## src/rtl/ctrl_trap_pkg.sv

```systemverilog
package ctrl_trap_pkg;
  localparam int unsigned LVL_W = 2;
  localparam int unsigned CODE_W = 4;
  localparam int unsigned SYN_W = 6;
  localparam logic [SYN_W-1:0] TRAP_SYN = 6'h18;

  typedef enum logic [CODE_W-1:0] {
    RES_NONE  = 4'b0000,
    RES_ALLOW = 4'b0001,
    RES_UNDEF = 4'b0010,
    RES_TOP   = 4'b0100,
    RES_HYP   = 4'b1000
  } trap_res_e;

  typedef struct packed {
    logic lvl0;
    logic lvl1;
    logic lvl2;
    logic lvl3;
  } lvl_dec_t;
endpackage

```

## src/rtl/ctrl_trap_cond.sv

```systemverilog
module ctrl_trap_cond
  import ctrl_trap_pkg::*;
(
  input  logic [LVL_W-1:0] cur_level_i,
  input  logic             top_present_i,
  input  logic             hyp_en_i,
  input  logic             legacy_ver_i,
  input  logic             legacy_trap_i,
  input  logic             bw_trap_n_i,
  input  logic             hyp_trap_n_i,
  output lvl_dec_t         lvl_o,
  output logic             top_hit_o,
  output logic             hyp_hit_o
);
  logic legacy_hit, bw_hit;

  always_comb begin
    lvl_o.lvl0 = (cur_level_i == 2'd0);
    lvl_o.lvl1 = (cur_level_i == 2'd1);
    lvl_o.lvl2 = (cur_level_i == 2'd2);
    lvl_o.lvl3 = (cur_level_i == 2'd3);
  end

  assign legacy_hit = legacy_ver_i & legacy_trap_i;
  assign bw_hit     = ~bw_trap_n_i;
  assign top_hit_o  = top_present_i & (legacy_hit | bw_hit);
  assign hyp_hit_o  = lvl_o.lvl1 & hyp_en_i & ~hyp_trap_n_i;

  always_comb begin
    assert_lvl_onehot_R3: assert ($countones(lvl_o) == 1);
  end
endmodule

```

## src/rtl/ctrl_trap_prio.sv

```systemverilog
module ctrl_trap_prio
  import ctrl_trap_pkg::*;
(
  input  logic      feat_present_i,
  input  lvl_dec_t  lvl_i,
  input  logic      top_hit_i,
  input  logic      hyp_hit_i,
  input  logic      dbg_undef_prio_i,
  input  logic      dbg_undef_i,
  output trap_res_e res_o
);
  // Strict priority chain, first match wins
  always_comb begin
    if (!feat_present_i)                 res_o = RES_UNDEF;
    else if (lvl_i.lvl0)                 res_o = RES_UNDEF;
    else if (lvl_i.lvl3)                 res_o = RES_ALLOW;
    else if (top_hit_i && dbg_undef_prio_i) res_o = RES_UNDEF;
    else if (top_hit_i && dbg_undef_i)   res_o = RES_UNDEF;
    else if (top_hit_i)                  res_o = RES_TOP;
    else if (hyp_hit_i)                  res_o = RES_HYP;
    else                                 res_o = RES_ALLOW;
  end

  always_comb begin
    assert_nofeat_undef_R2: assert (feat_present_i || res_o == RES_UNDEF);
    assert_top_over_hyp_R8: assert (!(res_o == RES_HYP && top_hit_i));
  end
endmodule

```

## src/rtl/ctrl_access_trap.sv

```systemverilog
module ctrl_access_trap
  import ctrl_trap_pkg::*;
(
  input  logic             clk_i,
  input  logic             rst_ni,
  input  logic             req_valid_i,
  input  logic             req_write_i,
  input  logic [LVL_W-1:0] cur_level_i,
  input  logic             feat_present_i,
  input  logic             top_present_i,
  input  logic             hyp_en_i,
  input  logic             legacy_ver_i,
  input  logic             legacy_trap_i,
  input  logic             bw_trap_n_i,
  input  logic             hyp_trap_n_i,
  input  logic             dbg_undef_prio_i,
  input  logic             dbg_undef_i,
  output logic             rsp_valid_o,
  output logic [CODE_W-1:0] rsp_code_o,
  output logic [SYN_W-1:0] rsp_syndrome_o
);
  lvl_dec_t  lvl;
  logic      top_hit, hyp_hit;
  trap_res_e res;
  logic      is_trap;

  ctrl_trap_cond u_cond (
    .cur_level_i   (cur_level_i),
    .top_present_i (top_present_i),
    .hyp_en_i      (hyp_en_i),
    .legacy_ver_i  (legacy_ver_i),
    .legacy_trap_i (legacy_trap_i),
    .bw_trap_n_i   (bw_trap_n_i),
    .hyp_trap_n_i  (hyp_trap_n_i),
    .lvl_o         (lvl),
    .top_hit_o     (top_hit),
    .hyp_hit_o     (hyp_hit)
  );

  ctrl_trap_prio u_prio (
    .feat_present_i   (feat_present_i),
    .lvl_i            (lvl),
    .top_hit_i        (top_hit),
    .hyp_hit_i        (hyp_hit),
    .dbg_undef_prio_i (dbg_undef_prio_i),
    .dbg_undef_i      (dbg_undef_i),
    .res_o            (res)
  );

  assign is_trap = (res == RES_TOP) || (res == RES_HYP);

  always_ff @(posedge clk_i or negedge rst_ni) begin
    if (!rst_ni) begin
      rsp_valid_o    <= 1'b0;
      rsp_code_o     <= '0;
      rsp_syndrome_o <= '0;
    end else begin
      rsp_valid_o    <= req_valid_i;
      rsp_code_o     <= req_valid_i ? res : '0;
      rsp_syndrome_o <= (req_valid_i && is_trap) ? TRAP_SYN : '0;
    end
  end

  assert_valid_follows_R9: assert property (@(posedge clk_i) disable iff (!rst_ni)
    req_valid_i |=> rsp_valid_o);
  assert_idle_quiet_R9: assert property (@(posedge clk_i) disable iff (!rst_ni)
    !req_valid_i |=> !rsp_valid_o && rsp_code_o == '0);
  assert_code_onehot_R9: assert property (@(posedge clk_i) disable iff (!rst_ni)
    rsp_valid_o |-> $countones(rsp_code_o) == 1);
  assert_trap_syn_R11: assert property (@(posedge clk_i) disable iff (!rst_ni)
    (rsp_code_o[2] || rsp_code_o[3]) |-> rsp_syndrome_o == TRAP_SYN);
  assert_lvl0_undef_R3: assert property (@(posedge clk_i) disable iff (!rst_ni)
    (req_valid_i && cur_level_i == 2'd0) |=> rsp_code_o == RES_UNDEF);
  assert_lvl3_allow_R4: assert property (@(posedge clk_i) disable iff (!rst_ni)
    (req_valid_i && feat_present_i && cur_level_i == 2'd3) |=> rsp_code_o == RES_ALLOW);
  assert_write_valid_R10: assert property (@(posedge clk_i) disable iff (!rst_ni)
    (req_valid_i && req_write_i) |=> rsp_valid_o);
endmodule

```

## config.mk

```make
export PLATFORM = sky130hd
export DESIGN_NAME = ctrl_access_trap
export DESIGN_NICKNAME = d
export VERILOG_FILES = /design/src/rtl/ctrl_trap_pkg.sv /design/src/rtl/ctrl_trap_cond.sv /design/src/rtl/ctrl_trap_prio.sv /design/src/rtl/ctrl_access_trap.sv
export SDC_FILE = /design/constraint.sdc
export NUM_CORES = 1
export LEC_CHECK = 0
export BUFFER_PORTS_ARGS = -buffer_cell sky130_fd_sc_hd__clkbuf_2
export CAP_MARGIN = 20
export CORE_MARGIN = 2
export CORE_UTILIZATION = 25
export DETAILED_ROUTE_END_ITERATION = 6
export GPL_ROUTABILITY_DRIVEN = 0
export HOLD_SLACK_MARGIN = 0.02
export PLACE_DENSITY_LB_ADDON = 0.12
export SLEW_MARGIN = 30
export SYNTH_ARGS = -nofsm -noshare
export SYNTH_HDL_FRONTEND = slang
export SYNTH_SLANG_ARGS = --single-unit
```

## constraint.sdc

```tcl
create_clock -name clk_i -period 0.8 [get_ports clk_i]
set_input_delay 0.08 -clock clk_i [delete_from_list [all_inputs] [get_ports clk_i]]
set_output_delay 0.08 -clock clk_i [all_outputs]
set_load 0.01 [all_outputs]
```

# Yosys cells after proc, flatten, opt, wreduce, memory -nomap -nowiden
# Index checks and enable logic that the tools add are counted.
[word_totals] inputBits=15 regBits=11 wordCells=28 out_inout_bits=11
[classes] reduce_logical=5 eq_ne=4 bitwise=7 n_mux=9
[ops] cell="4-bit two-way mux" n=8
[ops] cell="5-bit two-way mux" n=1
[ops] cell="1-bit AND" n=4
[ops] cell="4-bit by 3-bit == test with 1-bit output (second input constant)" n=1
[ops] cell="4-bit == test (second input constant)" n=1
[ops] cell="1-bit logical AND" n=3
[ops] cell="2-bit by 1-bit == test with 1-bit output (second input constant)" n=1
[ops] cell="2-bit == test (second input constant)" n=1
[ops] cell="2-bit zero test" n=1
[ops] cell="1-bit inverter" n=2
[ops] cell="1-bit logical OR" n=1
[ops] cell="1-bit OR" n=1

# Longest topological paths before layout
# Gate-level depths: netlist (run 1).
[logic_depth] ltp_word=14 ltp_mapped=3 ltp_nobuf=3

# Cells and area by module
# A second synthesis (run 1) with hierarchy kept.
[hier_totals] cells_unflattened=34 hier_area_um2=369.1
[by_module_without_submodules] mod="ctrl_access_trap" cells_each=18 instances=1 area_each_um2=241.5 seq_area_each_um2=150.1
[by_module_without_submodules] mod="ctrl_trap_prio" cells_each=9 instances=1 area_each_um2=73.8 seq_area_each_um2=0.0
[by_module_without_submodules] mod="ctrl_trap_cond" cells_each=7 instances=1 area_each_um2=53.8 seq_area_each_um2=0.0

# Least setup slack after synthesis (run 1)
# No wires, ideal clock.
[synth_timing] kind="input-to-reg" start="input bw_trap_n_i" end="register rsp_code_o[0]" setup_slack_ns=-0.021 setup_ns=0.067 n_path_buf=0 cell_stages=3 arrival_ns=0.755 required_ns=0.733 cell_sequence="a21bo_2 a2111oi_2 a41o_1"
[synth_via] elab_chain_cells=10 elab_cells_between_ends=12 cone_classes="mux: 7; bitwise: 3; reduce/logical: 2"
[synth_rtl] item="start, declared" line="ctrl_access_trap.sv:14" rtl="input logic bw_trap_n_i,"
[synth_rtl] item="1-bit inverter (*)" line="ctrl_trap_cond.sv:25" rtl="assign bw_hit = ~bw_trap_n_i;"
[synth_rtl] item="1-bit OR (*)" line="ctrl_trap_cond.sv:26" rtl="assign top_hit_o = top_present_i & (legacy_hit | bw_hit);"
[synth_rtl] item="1-bit AND (*)" line="ctrl_trap_cond.sv:26"
[synth_rtl] item="4-bit two-way mux / 1-bit logical AND (equally long branches)" line="ctrl_trap_prio.sv:19, ctrl_trap_prio.sv:18"
[synth_rtl] item="4-bit two-way mux" line="ctrl_trap_prio.sv:18" rtl="else if (top_hit_i && dbg_undef_i) res_o = RES_UNDEF;"
[synth_rtl] item="4-bit two-way mux (*)" line="ctrl_trap_prio.sv:17" rtl="else if (top_hit_i && dbg_undef_prio_i) res_o = RES_UNDEF;"
[synth_rtl] item="4-bit two-way mux (*)" line="ctrl_trap_prio.sv:16" rtl="else if (lvl_i.lvl3) res_o = RES_ALLOW;"
[synth_rtl] item="4-bit two-way mux (*)" line="ctrl_trap_prio.sv:15" rtl="else if (lvl_i.lvl0) res_o = RES_UNDEF;"
[synth_rtl] item="4-bit two-way mux (*)" line="ctrl_trap_prio.sv:14" rtl="if (!feat_present_i) res_o = RES_UNDEF;"
[synth_rtl] item="4-bit two-way mux (*)" line="ctrl_access_trap.sv:59" rtl="rsp_code_o <= req_valid_i ? res : '0;"
[synth_rtl] item="end signal, assigned" line="ctrl_access_trap.sv:59"
[synth_rtl] item="end, declared" line="ctrl_access_trap.sv:19" rtl="output logic [CODE_W-1:0] rsp_code_o,"
# Every way passes the cells marked *; elsewhere a longest branch is shown, timed or not.

# Final worst setup path (run 1)
[layout_timing] start="register rsp_syndrome_o[3]" end="output rsp_syndrome_o[3]"
[layout_lines] item="start, declared" line="ctrl_access_trap.sv:20" rtl="output logic [SYN_W-1:0] rsp_syndrome_o"
[layout_lines] item="start signal, assigned" line="ctrl_access_trap.sv:60" rtl="rsp_syndrome_o <= (req_valid_i && is_trap) ? TRAP_SYN : '0;"
# No word-level cell between the ends.

==> results.md, run 1 <==
- RSZ-0062 raised after global routing: true
- Outcome: complete, but fails checks
- Largest family of logic cells by synthesized area: compound AO/OA/AOI/OAI gates
- Die Wd: 41.0 µm
- Post-route cell area: 526 µm²
- Worst Hold Depth: 2
- Uppermost routed layer: met3
- Clk pwr share: 0.359
- # rows: 13
- Met3 routed WL: 72 µm
- Die span in y: 41.0 µm
- Slowest stage delay, CP: 0.37 ns
- Via count: 340
- Post-detail-place hpwl: 616 µm
- Final Worst Setup Slack: -0.0102 ns
- Largest net degree at the start of global routing: 7
- Worst hold-check path type: in2reg
- Seq/Total Area, Yosys: 0.438
- Cell Pwr Density: 1410 mW/mm²
- Wire length on met1: 268 µm
- Max-cap viol count: 0
- Hold EP: rsp_valid_o
- Synth-to-layout area growth: 53.3%
- Min-delay src: req_valid_i
- Arrival @ worst endpoint: 0.73 ns
- Startpoint Class: flop
- Crit Path Class: reg2out
- Top cells by area, synth: dfrtp_1, buf_4, nand2b_1
- Fin. max-slew vios: 0
- Synth Area in Compound Gates: 0.193
- CP Cell Sequence: clkbuf_2
- I/O Buffers: 20
- First-pass GRT wire length: 1040 µm
- Placement Cell Area: 480 µm²
- Psw: 173 µW
- Clock sink count: 6
- Crit path time final: 0.810 ns
- Final period util: 1.01
- Mean Syn Cell Area: 9.52 µm²
- Combinational group share of total power: 0.207
- Worst setup EP type: output pin
- NumNets Final: 81
- Peak Freq: 1230 MHz
- Setup TNS Final: -0.0221 ns
- Inst Count DP: 75
- Vias per std cell: 4.30
- CTS Root Cell: clkbuf_4
- Failing checks: setup timing
- Synthesized area: 343 µm²
- XOR/XNOR share of the synthesized area: 0.0255
- Area share of fa/ha/maj cells after synthesis: 0
- H-Tree Depth: 1
- Sw Ratio: 0.234
- Die Area: 0.00168 mm²
- Core footprint: 0.00128 mm²
- Top cell type's share of synthesized area: 0.438
- Sequential Power Share: 0.433
- Final setup viols: 3
- Final non-filler cell total: 79
- Slowest stage cell, crit path: dfrtp_1
- # IOs: 26
- # DRC: 0
- Post-CTS setup buffers: 0
- CTS tree: done
- Register bit total from synthesis: 6
- Initial DRC Count: 3
- Initial cell density of the core: 0.267
- Maximum VDD drop: 0.381 mV
- Buffer and inverter count on the worst path: 1
- Yosys synthesis warning count: 0
- Data required, critical path: 0.72 ns
- Mapped Cells: 36
- Leak pwr: 0.295 nW
- Clk buf depth: 2
- WL final: 692 µm
- DR pass1 iterations: 4
- Mux cell area share after synthesis: 0
- Vias in the first global route: 297
- Antenna Cells: 0
- Wirelength per Cell: 8.76 µm
- Internal: 567 µW
- Met2 Routed Length: 352 µm
- Total global-route track usage: 0.0968
- CP max FO: 2
- Post-synth top area cell: dfrtp_1
- Final Hold Fails: 0
- Initial antenna violation count: 0
- Critical path origin: rsp_syndrome_o[3]
- Final ANT Viol Nets: 0
- Clock transition at path regs: 0.04 ns
- Share of cells above drive strength 1: 0.484
- Tot Pwr: 739 µW
- Total CTS buffers: 3
- Post-synthesis simple-gate area fraction: 0.190
- Family with the most delay on the worst path: flip-flops
- Grt ovf: 0
- Distinct cells, synth: 17
==> area by class of cell <==
class | count | area [µm²]
fillers | 138 | 759
repair buffers | 27 | 168
multi-input cells | 25 | 155
flip-flops and latches | 6 | 150
clock buffers | 3 | 22.5
well taps | 15 | 18.8
inverters | 3 | 11.3
==> sequential cells by signal (all words and copies together), names as in the netlist <==
name            flops
rsp_valid_o         1
rsp_syndrome_o      1
rsp_code_o          4
==> worst max-delay path by stage <==
stage | to | slack, ns | cells past startpoint
6_report | rsp_syndrome_o[3] | -0.01 | 1
3_5_place_dp | rsp_code_o[0] | -0.14 | 4
3_3_place_gp | rsp_code_o[0] | -0.15 | 4
2_1_floorplan | rsp_code_o[0] | 0.02 | 3
4_1_cts | rsp_syndrome_o[3] | -0.02 | 1
5_1_grt | rsp_syndrome_o[4] | -0.05 | 1
==> cells in the final DEF (no fill, tap or decap), drive strengths merged <==
| master | n |
|---|---|
| a2111oi | 2 |
| and4bb | 1 |
| nand2 | 1 |
| a21bo | 1 |
| nor2 | 4 |
| a41o | 1 |
| nand2b | 3 |
| dlygate4sd3 | 1 |
| conb | 4 |
| clkbuf | 21 |
| inv | 3 |
| buf | 8 |
| dfrtp | 6 |
| a21oi | 1 |
| o21ai | 2 |
| xor2 | 1 |
| nand3 | 3 |
| a21boi | 1 |
==> repair_timing <==
action | in CTS | in global routing
endpoints found under the setup margin | 5 | 7
resized for setup | 0 | 4
hold endpoints to repair | 6 | 0
hold buffers | 1 | 0
==> power by group through the flow <==
stage	combinational [mW]	clock (mW)	sequential (mW)
after detailed placement	0.146	0	0.324
after floorplan	0.0652	0	0.330
after global placement	0.147	0	0.324
after CTS	0.150	0.278	0.319
after global routing	0.174	0.288	0.321
final	0.153	0.266	0.320
==> Yosys cell counts <==
library cell and number:
dfrtp_1 6, buf_4 5, nor2_1 4, inv_1 3, nand2b_1 3, nand3_1 3
o21ai_0 2, a2111oi_0 1, a2111oi_2 1, a21bo_2 1, a21boi_0 1, a21oi_1 1
a41o_1 1, and4bb_1 1, conb_1 1, nand2_1 1, xor2_1 1
==> routing by layer <==
layer	global-route usage	up-vias
met1	0.0789	151
met3	0.0163	0
met2	0.195	17
met5	0	-
met4	0.0750	0
li1	-	172
==> through the flow <==
stage | util | setup slack (ns) | hold WS (ns)
floorplan | - | 0.0156 | -0.216
global placement | 0.374 | -0.152 | -0.0892
detailed placement | 0.374 | -0.142 | -0.0898
CTS | 0.399 | -0.0225 | 0.109
global route | 0.409 | -0.0484 | 0.116
finish | 0.409 | -0.0102 | 0.115
==> logic make-up (layout without fill, tap and decap cells) <==
kind of cell,Yosys count,after routing
AND/OR/NAND/NOR,12,12
flip-flops,6,6
AO/OA/AOI/OAI,8,8
buffers and inverters,8,33
XOR/XNOR,1,1
other,1,4
Power figures use the tool's default switching activity.
==> run 2, diff against run 1 <==
--- a/config.mk
+++ b/config.mk
@@ -13,6 +13,7 @@
 export GPL_ROUTABILITY_DRIVEN = 0
 export HOLD_SLACK_MARGIN = 0.02
 export PLACE_DENSITY_LB_ADDON = 0.12
+export RECOVER_POWER = 50
 export SLEW_MARGIN = 30
 export SYNTH_ARGS = -nofsm -noshare
 export SYNTH_HDL_FRONTEND = slang
==> run 2 against run 1 <==
Effect of this change:
- the run still ends with setup timing left
- hold slack better by 0.029 ns
- global-route usage is the same
- setup slack gained 0.00075 ns
- via count fell by 0.88%
- critical endpoint unchanged
==> results.md, run 2 (synthesis gave the netlist of run 1 again) <==
- Outcome: complete, but fails checks
- Failing checks: setup timing
- Synth-to-layout area growth: 51.8%
- Fillers: 139 (+0.72%)
- Post-detail-place hpwl: 616 µm (unchanged)
- Cell Pwr Density: 1410 mW/mm² (+0.42%)
- RSZ-0062 raised after global routing: true
- Family with the most delay on the worst path: flip-flops
- Final setup viols: 3 (unchanged)
- Cell count along the critical path: 1 (unchanged)
- Share of cells above drive strength 1: 0.453 (-0.0313)
- WL final: 688 µm (-0.58%)
- CTS Root Cell: clkbuf_4
- Fin. max-slew vios: 0 (unchanged)
- Placement Cell Area: 480 µm² (unchanged)
- Worst hold-check path type: in2reg
- CTS tree: done
- Most common cell after layout, fill and taps aside: clkbuf_2
- Total CTS buffers: 3 (unchanged)
- Final Hold Fails: 0 (unchanged)
- Final Worst Setup Slack: -0.00941 ns (+0.000753 ns)
- Multi-input gate area: 155 µm² (unchanged)
- Final core occ: 0.405 (-0.00389)
- Worst setup EP type: output pin
- # DRC: 0 (unchanged)
- Leak pwr: 0.288 nW (-2.2%)
- H-Tree Depth: 1 (unchanged)
- Core footprint: 0.00128 mm² (unchanged)
- Peak Freq: 1240 MHz (about the same)
- Total global-route track usage: 0.0968 (unchanged)
- Wirelength per Cell: 8.71 µm (-0.58%)
- # IOs: 26 (unchanged)
- Max-cap viol count: 0 (unchanged)
- Die span in y: 41.0 µm (unchanged)
- Grt ovf: 0 (unchanged)
- NumNets Final: 81 (unchanged)
- Die Wd: 41.0 µm (unchanged)
- Final ANT Viol Nets: 0 (unchanged)
- Vias in the first global route: 297 (unchanged)
- CP Cell Sequence: clkbuf_2
- Most frequent cells in the layout: clkbuf_2, dfrtp_1, buf_4
- First-pass GRT wire length: 1040 µm (unchanged)
- Reg with most FFs: rsp_code_o
- # rows: 13 (unchanged)
- Maximum VDD drop: 0.379 mV (-0.60%)
- Slowest stage delay, CP: 0.37 ns (about the same)
- Initial antenna violation count: 0 (unchanged)
- Max FFs per register: 4 (unchanged)
- Clk buf depth: 2 (unchanged)
- Crit Path Class: reg2out
- Setup TNS Final: -0.0200 ns (+0.00210 ns)
- Via count: 337 (-0.88%)
- Worst Hold Depth: 2 (unchanged)
- DR pass1 iterations: 4 (unchanged)
- Post-route cell area: 520 µm² (-0.95%)
- Largest regs: rsp_code_o: 4 flops, rsp_syndrome_o: 1 flops, rsp_valid_o: 1 flops
- Data required, critical path: 0.72 ns (about the same)
- Post-CTS setup buffers: 0 (unchanged)
- FF+latch area: 150 µm² (unchanged)
- Clock sink count: 6 (unchanged)
- Clock transition at path regs: 0.04 ns (about the same)
- Buffer and inverter count on the worst path: 1 (unchanged)
- Initial cell density of the core: 0.267 (unchanged)
- Crit path time final: 0.809 ns (-0.000753 ns)
- I/O Buffers: 20 (unchanged)
- Initial DRC Count: 4 (+1)
- CP max FO: 2 (unchanged)
- Vias per std cell: 4.27 (-0.88%)
- Slowest stage cell, crit path: dfrtp_1
- Die Area: 0.00168 mm² (unchanged)
- Largest net degree at the start of global routing: 7 (unchanged)
- Startpoint Class: flop
- Final period util: 1.01 (about the same)
- Arrival @ worst endpoint: 0.73 ns (about the same)
- Antenna Cells: 0 (unchanged)
## run 2: cell types whose count changed in the layout (fill, tap and decap cells not counted)
cell | before | now
buf_4 | 6 | 5
clkbuf_1 | 0 | 2
clkbuf_2 | 18 | 17
## run 2: path summary, 6_finish.rpt
kind / from / endpoint / slack [ns]
min in group asynchronous: rst_ni / rsp_code_o[1] / 0.24
hold / removal: req_valid_i / rsp_valid_o / 0.14
setup / recovery: rsp_syndrome_o[3] / rsp_syndrome_o[3] / -0.009
max in group asynchronous: rst_ni / rsp_code_o[2] / 0.33
## run 2: power breakdown
part           switching [mW]  leakage, nW  internal, mW
registers             0.00396       0.0789         0.316
clock network          0.0961       0.0138         0.169
logic                  0.0716        0.196        0.0787
## run 2: per-layer routing
layer | vias up | GRT usage | wire length [µm]
met2 | 17 | 0.195 | 357
met3 | 0 | 0.0163 | 69
met1 | 148 | 0.0789 | 261
met4 | 0 | 0.0750 | 0
met5 | - | 0 | 0
li1 | 172 | - | -
## run 2: final cells by class
| type | instances | area share |
|---|---|---|
| clock buffer | 3 | 0.0433 |
| inverter | 3 | 0.0216 |
| multi-input combinational | 25 | 0.298 |
| sequential | 6 | 0.288 |
| tap | 15 | 0.0361 |
| timing repair buffer | 27 | 0.313 |
## run 2: what timing repair did
| action | in CTS | in global routing |
|---|---|---|
| endpoints found under the setup margin | 5 | 7 |
| resized for setup | 0 | 4 |
| hold buffers | 1 | 0 |
| hold endpoints to repair | 6 | 0 |
## run 2: per-stage QoR
step	total power [mW]	setup slack (ns)	std cells	hold slack (ns)
after floorplan	0.396	0.0156	39	-0.216
after global placement	0.471	-0.152	75	-0.0892
after detailed placement	0.470	-0.142	75	-0.0898
after CTS	0.748	-0.0225	79	0.109
after global routing	0.780	-0.0484	79	0.152
final	0.735	-0.00941	79	0.144
